**src/rtl/srx_pkg.sv**
```systemverilog
package srx_pkg;

  typedef enum logic [1:0] {
    A_CTRL  = 2'd0,
    A_DATA  = 2'd1,
    A_STAT  = 2'd2,
    A_SPARE = 2'd3
  } srx_addr_e;

  // control word field positions
  localparam int F_PWR  = 0;
  localparam int F_RXEN = 1;
  localparam int F_LSB  = 2;
  localparam int F_CONT = 3;
  localparam int F_LEN  = 4;
  localparam int F_SEL  = 8;

  // status word field positions
  localparam int S_BUSY = 0;
  localparam int S_OVR  = 1;

endpackage

```
**src/rtl/srx_clkdiv.sv**
```systemverilog
module srx_clkdiv #(
  parameter int SEL_W = 2
) (
  input  logic             clk,
  input  logic             rst_n,
  input  logic             run,
  input  logic [SEL_W-1:0] sel,
  output logic             tick
);
  localparam int CNT_W = (1 << SEL_W) - 1;

  logic [CNT_W-1:0] cnt;
  logic [CNT_W-1:0] limit;

  assign limit = CNT_W'((1 << sel) - 1);
  assign tick  = run && (cnt == limit);

  always_ff @(posedge clk or negedge rst_n) begin
    if (!rst_n)             cnt <= '0;
    else if (!run || tick)  cnt <= '0;
    else                    cnt <= cnt + CNT_W'(1);
  end


  tick_spacing_chk: assert property (@(posedge clk) disable iff (!rst_n)
    (tick && sel != '0) |=> (!tick || sel == '0));

endmodule

```
**src/rtl/srx_engine.sv**
```systemverilog
module srx_engine #(
  parameter int MAX_W  = 16,
  parameter int MIN_W  = 8,
  parameter int CODE_W = 4
) (
  input  logic              clk,
  input  logic              rst_n,
  input  logic              pwr,
  input  logic              start,
  input  logic              cont,
  input  logic              lsb,
  input  logic [CODE_W-1:0] len_code,
  input  logic              tick,
  input  logic              sdi,
  output logic              busy,
  output logic              sck,
  output logic              done,
  output logic [MAX_W-1:0]  word
);
  localparam int BC_W     = $clog2(MAX_W + 1);
  localparam int MAX_CODE = MAX_W - MIN_W;

  logic [BC_W-1:0]  eff_len;
  logic [BC_W-1:0]  bitcnt;
  logic [BC_W-1:0]  pos;
  logic             last_bit;
  logic [MAX_W-1:0] shreg;
  logic [MAX_W-1:0] captured;

  always_comb begin
    if (len_code > CODE_W'(MAX_CODE)) eff_len = BC_W'(MAX_W);
    else                              eff_len = BC_W'(MIN_W) + BC_W'(len_code);
  end

  assign pos      = lsb ? bitcnt : (eff_len - bitcnt - BC_W'(1));
  assign last_bit = (bitcnt == eff_len - BC_W'(1));
  assign captured = shreg | (MAX_W'(sdi) << pos);

  always_ff @(posedge clk or negedge rst_n) begin
    if (!rst_n) begin
      busy   <= 1'b0;
      sck    <= 1'b1;
      bitcnt <= '0;
      shreg  <= '0;
      word   <= '0;
      done   <= 1'b0;
    end else begin
      done <= 1'b0;
      if (!pwr) begin
        busy   <= 1'b0;
        sck    <= 1'b1;
        bitcnt <= '0;
        shreg  <= '0;
      end else if (start && !busy) begin
        busy   <= 1'b1;
        sck    <= 1'b1;
        bitcnt <= '0;
        shreg  <= '0;
      end else if (busy && tick) begin
        if (sck) begin
          sck <= 1'b0;
        end else begin
          sck <= 1'b1;
          if (last_bit) begin
            word   <= captured;
            done   <= 1'b1;
            shreg  <= '0;
            bitcnt <= '0;
            busy   <= cont;
          end else begin
            shreg  <= captured;
            bitcnt <= bitcnt + BC_W'(1);
          end
        end
      end
    end
  end


  sck_idle_high_chk: assert property (@(posedge clk) disable iff (!rst_n)
    !busy |-> sck);


  sck_fall_busy_chk: assert property (@(posedge clk) disable iff (!rst_n)
    $fell(sck) |-> busy);


  done_single_chk: assert property (@(posedge clk) disable iff (!rst_n)
    done |=> !done);

endmodule

```
**src/rtl/srx_regs.sv**
```systemverilog
module srx_regs
  import srx_pkg::*;
#(
  parameter int BUS_W  = 16,
  parameter int CODE_W = 4,
  parameter int SEL_W  = 2
) (
  input  logic              clk,
  input  logic              rst_n,
  input  logic [1:0]        addr,
  input  logic              wr,
  input  logic              rd,
  input  logic [BUS_W-1:0]  wdata,
  output logic [BUS_W-1:0]  rdata,
  input  logic              busy,
  input  logic              done,
  input  logic [BUS_W-1:0]  word,
  output logic              pwr,
  output logic              lsb,
  output logic              cont,
  output logic [CODE_W-1:0] len_code,
  output logic [SEL_W-1:0]  sel,
  output logic              start
);
  localparam int CTRL_W = F_SEL + SEL_W;

  srx_addr_e         a;
  logic [CTRL_W-1:0] ctrl;
  logic              rx_en;
  logic              ovr;
  logic              unread;
  logic              rd_data;
  logic              unused_wdata;

  assign a            = srx_addr_e'(addr);
  assign pwr          = ctrl[F_PWR];
  assign rx_en        = ctrl[F_RXEN];
  assign lsb          = ctrl[F_LSB];
  assign cont         = ctrl[F_CONT];
  assign len_code     = ctrl[F_LEN +: CODE_W];
  assign sel          = ctrl[F_SEL +: SEL_W];
  assign rd_data      = rd && (a == A_DATA);
  assign start        = rd_data && pwr && rx_en && !busy;
  assign unused_wdata = ^wdata[BUS_W-1:CTRL_W];

  always_comb begin
    rdata = '0;
    case (a)
      A_CTRL:  rdata[CTRL_W-1:0] = ctrl;
      A_DATA:  rdata = word;
      A_STAT:  begin
        rdata[S_BUSY] = busy;
        rdata[S_OVR]  = ovr;
      end
      default: rdata = '0;
    endcase
  end

  always_ff @(posedge clk or negedge rst_n) begin
    if (!rst_n) begin
      ctrl   <= '0;
      ovr    <= 1'b0;
      unread <= 1'b0;
    end else begin
      if (wr && a == A_CTRL) ctrl <= wdata[CTRL_W-1:0];
      if (wr && a == A_STAT && !wdata[S_OVR]) ovr <= 1'b0;
      if (done) begin
        if (unread) ovr <= 1'b1;
        unread <= !rd_data;
      end else if (rd_data) begin
        unread <= 1'b0;
      end
    end
  end


  start_busy_chk: assert property (@(posedge clk) disable iff (!rst_n)
    start |=> busy);


  ovr_cause_chk: assert property (@(posedge clk) disable iff (!rst_n)
    $rose(ovr) |-> $past(done && unread));


  pwr_off_idle_chk: assert property (@(posedge clk) disable iff (!rst_n)
    !pwr |=> !busy);

endmodule

```
**src/rtl/srx_master.sv**
```systemverilog
module srx_master #(
  parameter int MAX_W  = 16,
  parameter int MIN_W  = 8,
  parameter int CODE_W = 4,
  parameter int SEL_W  = 2
) (
  input  logic             clk,
  input  logic             rst_n,
  input  logic [1:0]       reg_addr,
  input  logic             reg_wr,
  input  logic             reg_rd,
  input  logic [MAX_W-1:0] reg_wdata,
  output logic [MAX_W-1:0] reg_rdata,
  output logic             sck_o,
  input  logic             sdi_i,
  output logic             rx_irq_o
);
  localparam int BUS_W = MAX_W;

  logic              pwr, lsb, cont, start, busy, tick, done;
  logic [CODE_W-1:0] len_code;
  logic [SEL_W-1:0]  sel;
  logic [MAX_W-1:0]  word;

  srx_regs #(.BUS_W(BUS_W), .CODE_W(CODE_W), .SEL_W(SEL_W)) regs_i (
    .clk(clk), .rst_n(rst_n), .addr(reg_addr), .wr(reg_wr), .rd(reg_rd),
    .wdata(reg_wdata), .rdata(reg_rdata), .busy(busy), .done(done),
    .word(word), .pwr(pwr), .lsb(lsb), .cont(cont), .len_code(len_code),
    .sel(sel), .start(start)
  );

  srx_clkdiv #(.SEL_W(SEL_W)) div_i (
    .clk(clk), .rst_n(rst_n), .run(busy), .sel(sel), .tick(tick)
  );

  srx_engine #(.MAX_W(MAX_W), .MIN_W(MIN_W), .CODE_W(CODE_W)) eng_i (
    .clk(clk), .rst_n(rst_n), .pwr(pwr), .start(start), .cont(cont),
    .lsb(lsb), .len_code(len_code), .tick(tick), .sdi(sdi_i),
    .busy(busy), .sck(sck_o), .done(done), .word(word)
  );

  assign rx_irq_o = done;

endmodule

```
**config.mk**
```make
export PLATFORM = sky130hd
export DESIGN_NAME = srx_master
export DESIGN_NICKNAME = d
export VERILOG_FILES = /design/src/rtl/srx_pkg.sv /design/src/rtl/srx_clkdiv.sv /design/src/rtl/srx_engine.sv /design/src/rtl/srx_regs.sv /design/src/rtl/srx_master.sv
export SDC_FILE = /design/constraint.sdc
export NUM_CORES = 1
export LEC_CHECK = 0
export ABC_AREA = 1
export BUFFER_PORTS_ARGS = -buffer_cell sky130_fd_sc_hd__buf_2
export CAP_MARGIN = 20
export CORE_MARGIN = 2
export CORE_UTILIZATION = 48
export CTS_CLUSTER_DIAMETER = 50
export DETAILED_ROUTE_END_ITERATION = 8
export HOLD_SLACK_MARGIN = 0.12
export PLACE_DENSITY_LB_ADDON = 0.08
export RECOVER_POWER = 100
export SLEW_MARGIN = 40
export SYNTH_ARGS = -nofsm -noshare
export SYNTH_HDL_FRONTEND = slang
export SYNTH_SLANG_ARGS = --single-unit
```
**constraint.sdc**
```tcl
create_clock -name clk -period 6 [get_ports clk]
set_clock_uncertainty 0.2 [all_clocks]
set_input_delay 1.2 -clock clk [delete_from_list [all_inputs] [get_ports clk]]
set_output_delay 1.2 -clock clk [all_outputs]
set_load 0.01 [all_outputs]
```
==> results.md <==
Status:
- The flow ran to the end, but the final reports show violations.
- The checks that failed: max-capacitance violations, max-slew violations.

Synthesis:
- After synthesis, the cell types taking the most area are sky130_fd_sc_hd__dfrtp_1 (43%), sky130_fd_sc_hd__nand2_1 (17%), sky130_fd_sc_hd__inv_1 (7.2%).
- The post-synthesis cell type count is 32.
- When the netlist entered floorplanning its net count stood at 469.
- The share of synthesized area occupied by flip-flops and latches is 43.4%.
- The most area-hungry cell type in the Yosys netlist is sky130_fd_sc_hd__dfrtp_1.
- The number of warnings printed during yosys synthesis is 0.
- The average footprint of a synthesized cell is 7.24 µm².
- The cell count after synthesis is 439.
- The synthesized netlist occupies a cell area of 3180 µm².
- Among all flip-flop cells after synthesis, the most frequent one is sky130_fd_sc_hd__dfrtp_1.
- Yosys instantiated no cell more often than sky130_fd_sc_hd__nand2_1.
- In the synthesized netlist, the cells that appear most often are sky130_fd_sc_hd__nand2_1 (140), sky130_fd_sc_hd__inv_1 (61), sky130_fd_sc_hd__dfrtp_1 (54).
- The count of flip-flops with a built-in enable after synthesis is 0.
- The area share of the leading cell type in the synthesized netlist is 42.5%.
- For this run, asynchronously set or reset flops after synthesis account for 100%.
- Synthesis inferred 55 register bits.

Worst setup path:
- Tracing the worst setup path back leads to its startpoint at reg_addr[1].
- The critical path crosses 13 cells after its start point.
- The worst path buffer plus inverter count is 4.
- The delay contributed by the slowest stage of the critical path is 680 ps.
- For flop-to-flop paths, the worst setup slack is 2710 ps.
- The cell family contributing the most delay on the critical path is simple AND/OR/NAND/NOR gates.
- The slowest cell on the critical path is sky130_fd_sc_hd__clkinvlp_2.
- The nature of the critical path endpoint is a flip-flop.
- The worst register-to-register path begins at regs_i.ctrl[7].
- In this run the critical register-to-register path is captured at eng_i.word[12].
- STA classifies the critical path startpoint as a primary input.
- The critical path goes through buf_2 -> inv_1 -> nand2_1 -> inv_1 -> nand2_1 -> nor2_1 -> nand3_1 -> nand3_1 -> nor2_1 -> nand2_1 -> clkinvlp_2 -> nand2_1 -> nand2_1.
- The destination of the critical timing path is eng_i.word[12].
- In this run the worst path has a maximum fanout of 17.
- Counting stages on the worst path, the most repeated cell is sky130_fd_sc_hd__nand2_1.
- The path depth of the worst reg2reg path is 13.
- The critical path arrival is 3960 ps.
- At the worst endpoint, the required time is 5990 ps.
- The kind of critical path is primary input to flip-flop.

Finish:
- The layout-stage area growth over the synthesis result is 7.33%.
- The number of antenna diodes in the final layout is 0.
- The final cell count without fillers is 548.
- The final-stage net count is 500.
- The layout cell share with drive strength beyond 1 is 7.01%.
- Summing all non-filler instances in the final layout gives an area of 3410 µm².

Clocking:
- The number of gates resized after CTS was 0.
- The clock latency at the later pin of the worst-skew pair is 300 ps.
- The number of buffers inserted for hold repair after clock tree synthesis is 0.
- In this run, CTS created clock tree buffers numbering 5.
- No sink is reached through more buffers than the 2 on the longest clock path.
- The clock slew seen by the registers of the worst setup and hold paths is 90 ps.
- The number of setup buffers added after CTS is 0.
- TritonCTS built the clock tree.
- The clock tree synthesis step divided the H-tree into 2 levels.
- The number of sinks on the clock net is 55.
- In this run the clock root is driven by a sky130_fd_sc_hd__clkbuf_8.

Die:
- The number of standard-cell rows in the floorplan is 29.
- The starting density of the core is 49.7%.
- The die is 85.4 µm wide.
- The core region is 6390 µm².
- The floorplan step defined a die boundary enclosing 7290 µm².
- The overall die height is 85.4 µm.
- The number of ports placed on the die boundary is 41.

Pwr:
- VDD sags by at most 0.159 mV.
- The ratio of total power to cell area is 242 nW/µm².
- The clock network burns 23.8% of the power.
- The total leakage power is 1.86 nW.
- In this run the power spent charging and discharging nets is 0.280 mW.
- The combinational power share is 25.4%.
- The internal power of the cells totals 0.546 mW.
- The total power is 0.826 mW.
- Net switching is 33.9% of the power.
- The fraction of power consumed by sequential logic is 50.8%.

Timing:
- Setup repair after global routing left no endpoint under its margin.
- The fmax is 252 MHz.
- The worst-margin pin slew is 2950 ps.
- The post-route fraction of the period consumed by the critical path is 66.1%.
- The tightest slew margin relative to the limit is -96.8%.
- On the final layout, the worst hold slack is 272 ps.
- The post-layout minimum cycle time is 3970 ps.
- The number of failing setup endpoints in the final timing report is 0.
- The accumulated negative setup slack is 0 ps.
- The max-slew violation count came to 56.
- The count of final hold-check violations is 0.

Hold path:
- The class of the most critical hold timing path is flip-flop to flip-flop.
- The launch instance of the worst min-delay path is div_i.cnt[0].
- Counting instances, the worst hold path has a depth of 1.

Placement:
- The placement-stage cell area is 3380 µm².
- At the end of routability-driven placement, the weighted congestion stood at 0.825.
- The number of buffer cells added on primary ports is 34.
- The wire-length estimate of the detail-placed layout is 5.52 mm.
- The number of placed instances, taps included is 540.

Global routing:
- Global routing used 21.6% of the available tracks across all layers.
- The wire length of the first global-routing pass is 12.4 mm.
- The global-route congestion overflow total is 0.
- The via count of the first global-routing pass is 2644.
- The initial antenna violation count came to 0.
- The pin count of the biggest net entering global routing is 56.

Drt:
- Using the TritonRoute via totals, the vias-per-cell ratio works out to 4.97.
- The count of nets left with antenna violations after detail routing is 0.
- The DRC marker count from the first detailed-route iteration is 156.
- The routed design has 7.25 mm of wire.
- The DRC violation count after routing is 0.
- Dividing the detail-routed wire length by the instance count gives 13.2 µm.
- The first-pass iteration count of the detailed router is 4.
- The detailed-route via count is 2721.

Job:
- The max-capacitance violation count is 1.
==> power groups by stage <==
stage	Sequential [mW]	Clock [mW]	Combinational [mW]
after CTS	0.420	0.203	0.215
final	0.420	0.196	0.210
after detailed placement	0.428	0	0.214
after floorplan	0.420	0	0.163
after global routing	0.423	0.217	0.245
after global placement	0.427	0	0.209
==> cell type report <==
class                   instances  area, µm²
fillers                       667       2980
flip-flops and latches         55       1380
clock inverters                 1       5.00
multi-input cells             309       1460
repair buffers                 35        151
clock buffers                   7       76.3
inverters                      64        244
well taps                      77       96.3
==> sequential cells by signal, indices dropped and copies added, names as in the netlist <==
name / count
eng_i.shreg: 16
regs_i.ovr: 1
eng_i.word: 16
eng_i.busy: 1
regs_i.unread: 1
eng_i.sck: 1
regs_i.ctrl: 10
eng_i.done: 1
div_i.cnt: 3
eng_i.bitcnt: 5
==> how the worst min path moves through the flow <==
stage | slack [ps] | endpoint
2_1_floorplan | 230 | div_i.cnt[0]
3_3_place_gp | 250 | div_i.cnt[0]
3_5_place_dp | 260 | div_i.cnt[0]
4_1_cts | 280 | div_i.cnt[0]
5_1_grt | 300 | div_i.cnt[0]
6_report | 270 | div_i.cnt[0]
==> layout by cell type, fill, tap and decap left out, drive strengths merged <==
| cell type | synthesis | routed |
|---|---|---|
| xor2 | 7 | 7 |
| nand3 | 46 | 46 |
| a22o | 1 | 1 |
| and2 | 6 | 6 |
| clkinvlp | 0 | 1 |
| nand2 | 146 | 146 |
| nor3 | 3 | 3 |
| xnor2 | 2 | 2 |
| nand4 | 2 | 2 |
| o211ai | 1 | 1 |
| clkbuf | 5 | 26 |
| nor2 | 40 | 40 |
| dfrtp | 54 | 54 |
| buf | 6 | 16 |
| or2 | 1 | 1 |
| ha | 7 | 7 |
| o21ai | 22 | 22 |
| clkinv | 1 | 1 |
| inv | 63 | 63 |
| dfstp | 1 | 1 |
| nand3b | 2 | 2 |
| a21oi | 23 | 23 |
==> through the flow <==
step | utilization [%] | setup WS [ps]
2_1_floorplan | - | 2710
3_3_place_gp | 52.9 | 2440
3_5_place_dp | 52.9 | 2380
4_1_cts | 54.2 | 2440
5_1_grt | 53.4 | 1480
6_report | 53.4 | 2030
==> kinds of logic (layout without fill, tap and decap cells) <==
kind of cell    Yosys count  count (layout)  share of synthesized area, %
compound gates           47              47                          7.60
xor+xnor                  9               9                          2.48
fa+ha+maj                 7               7                          2.76
buf+inv                  75             107                          10.0
flops                    55              55                          43.4
simple gates            246             246                          33.8
==> layer usage <==
layer	global-route usage (%)	wire, µm
met5	0	0
met4	5.63	57
met3	3.02	213
met2	35.4	3460
met1	30.2	3520
Note: power is estimated with default switching activity, not from simulation.
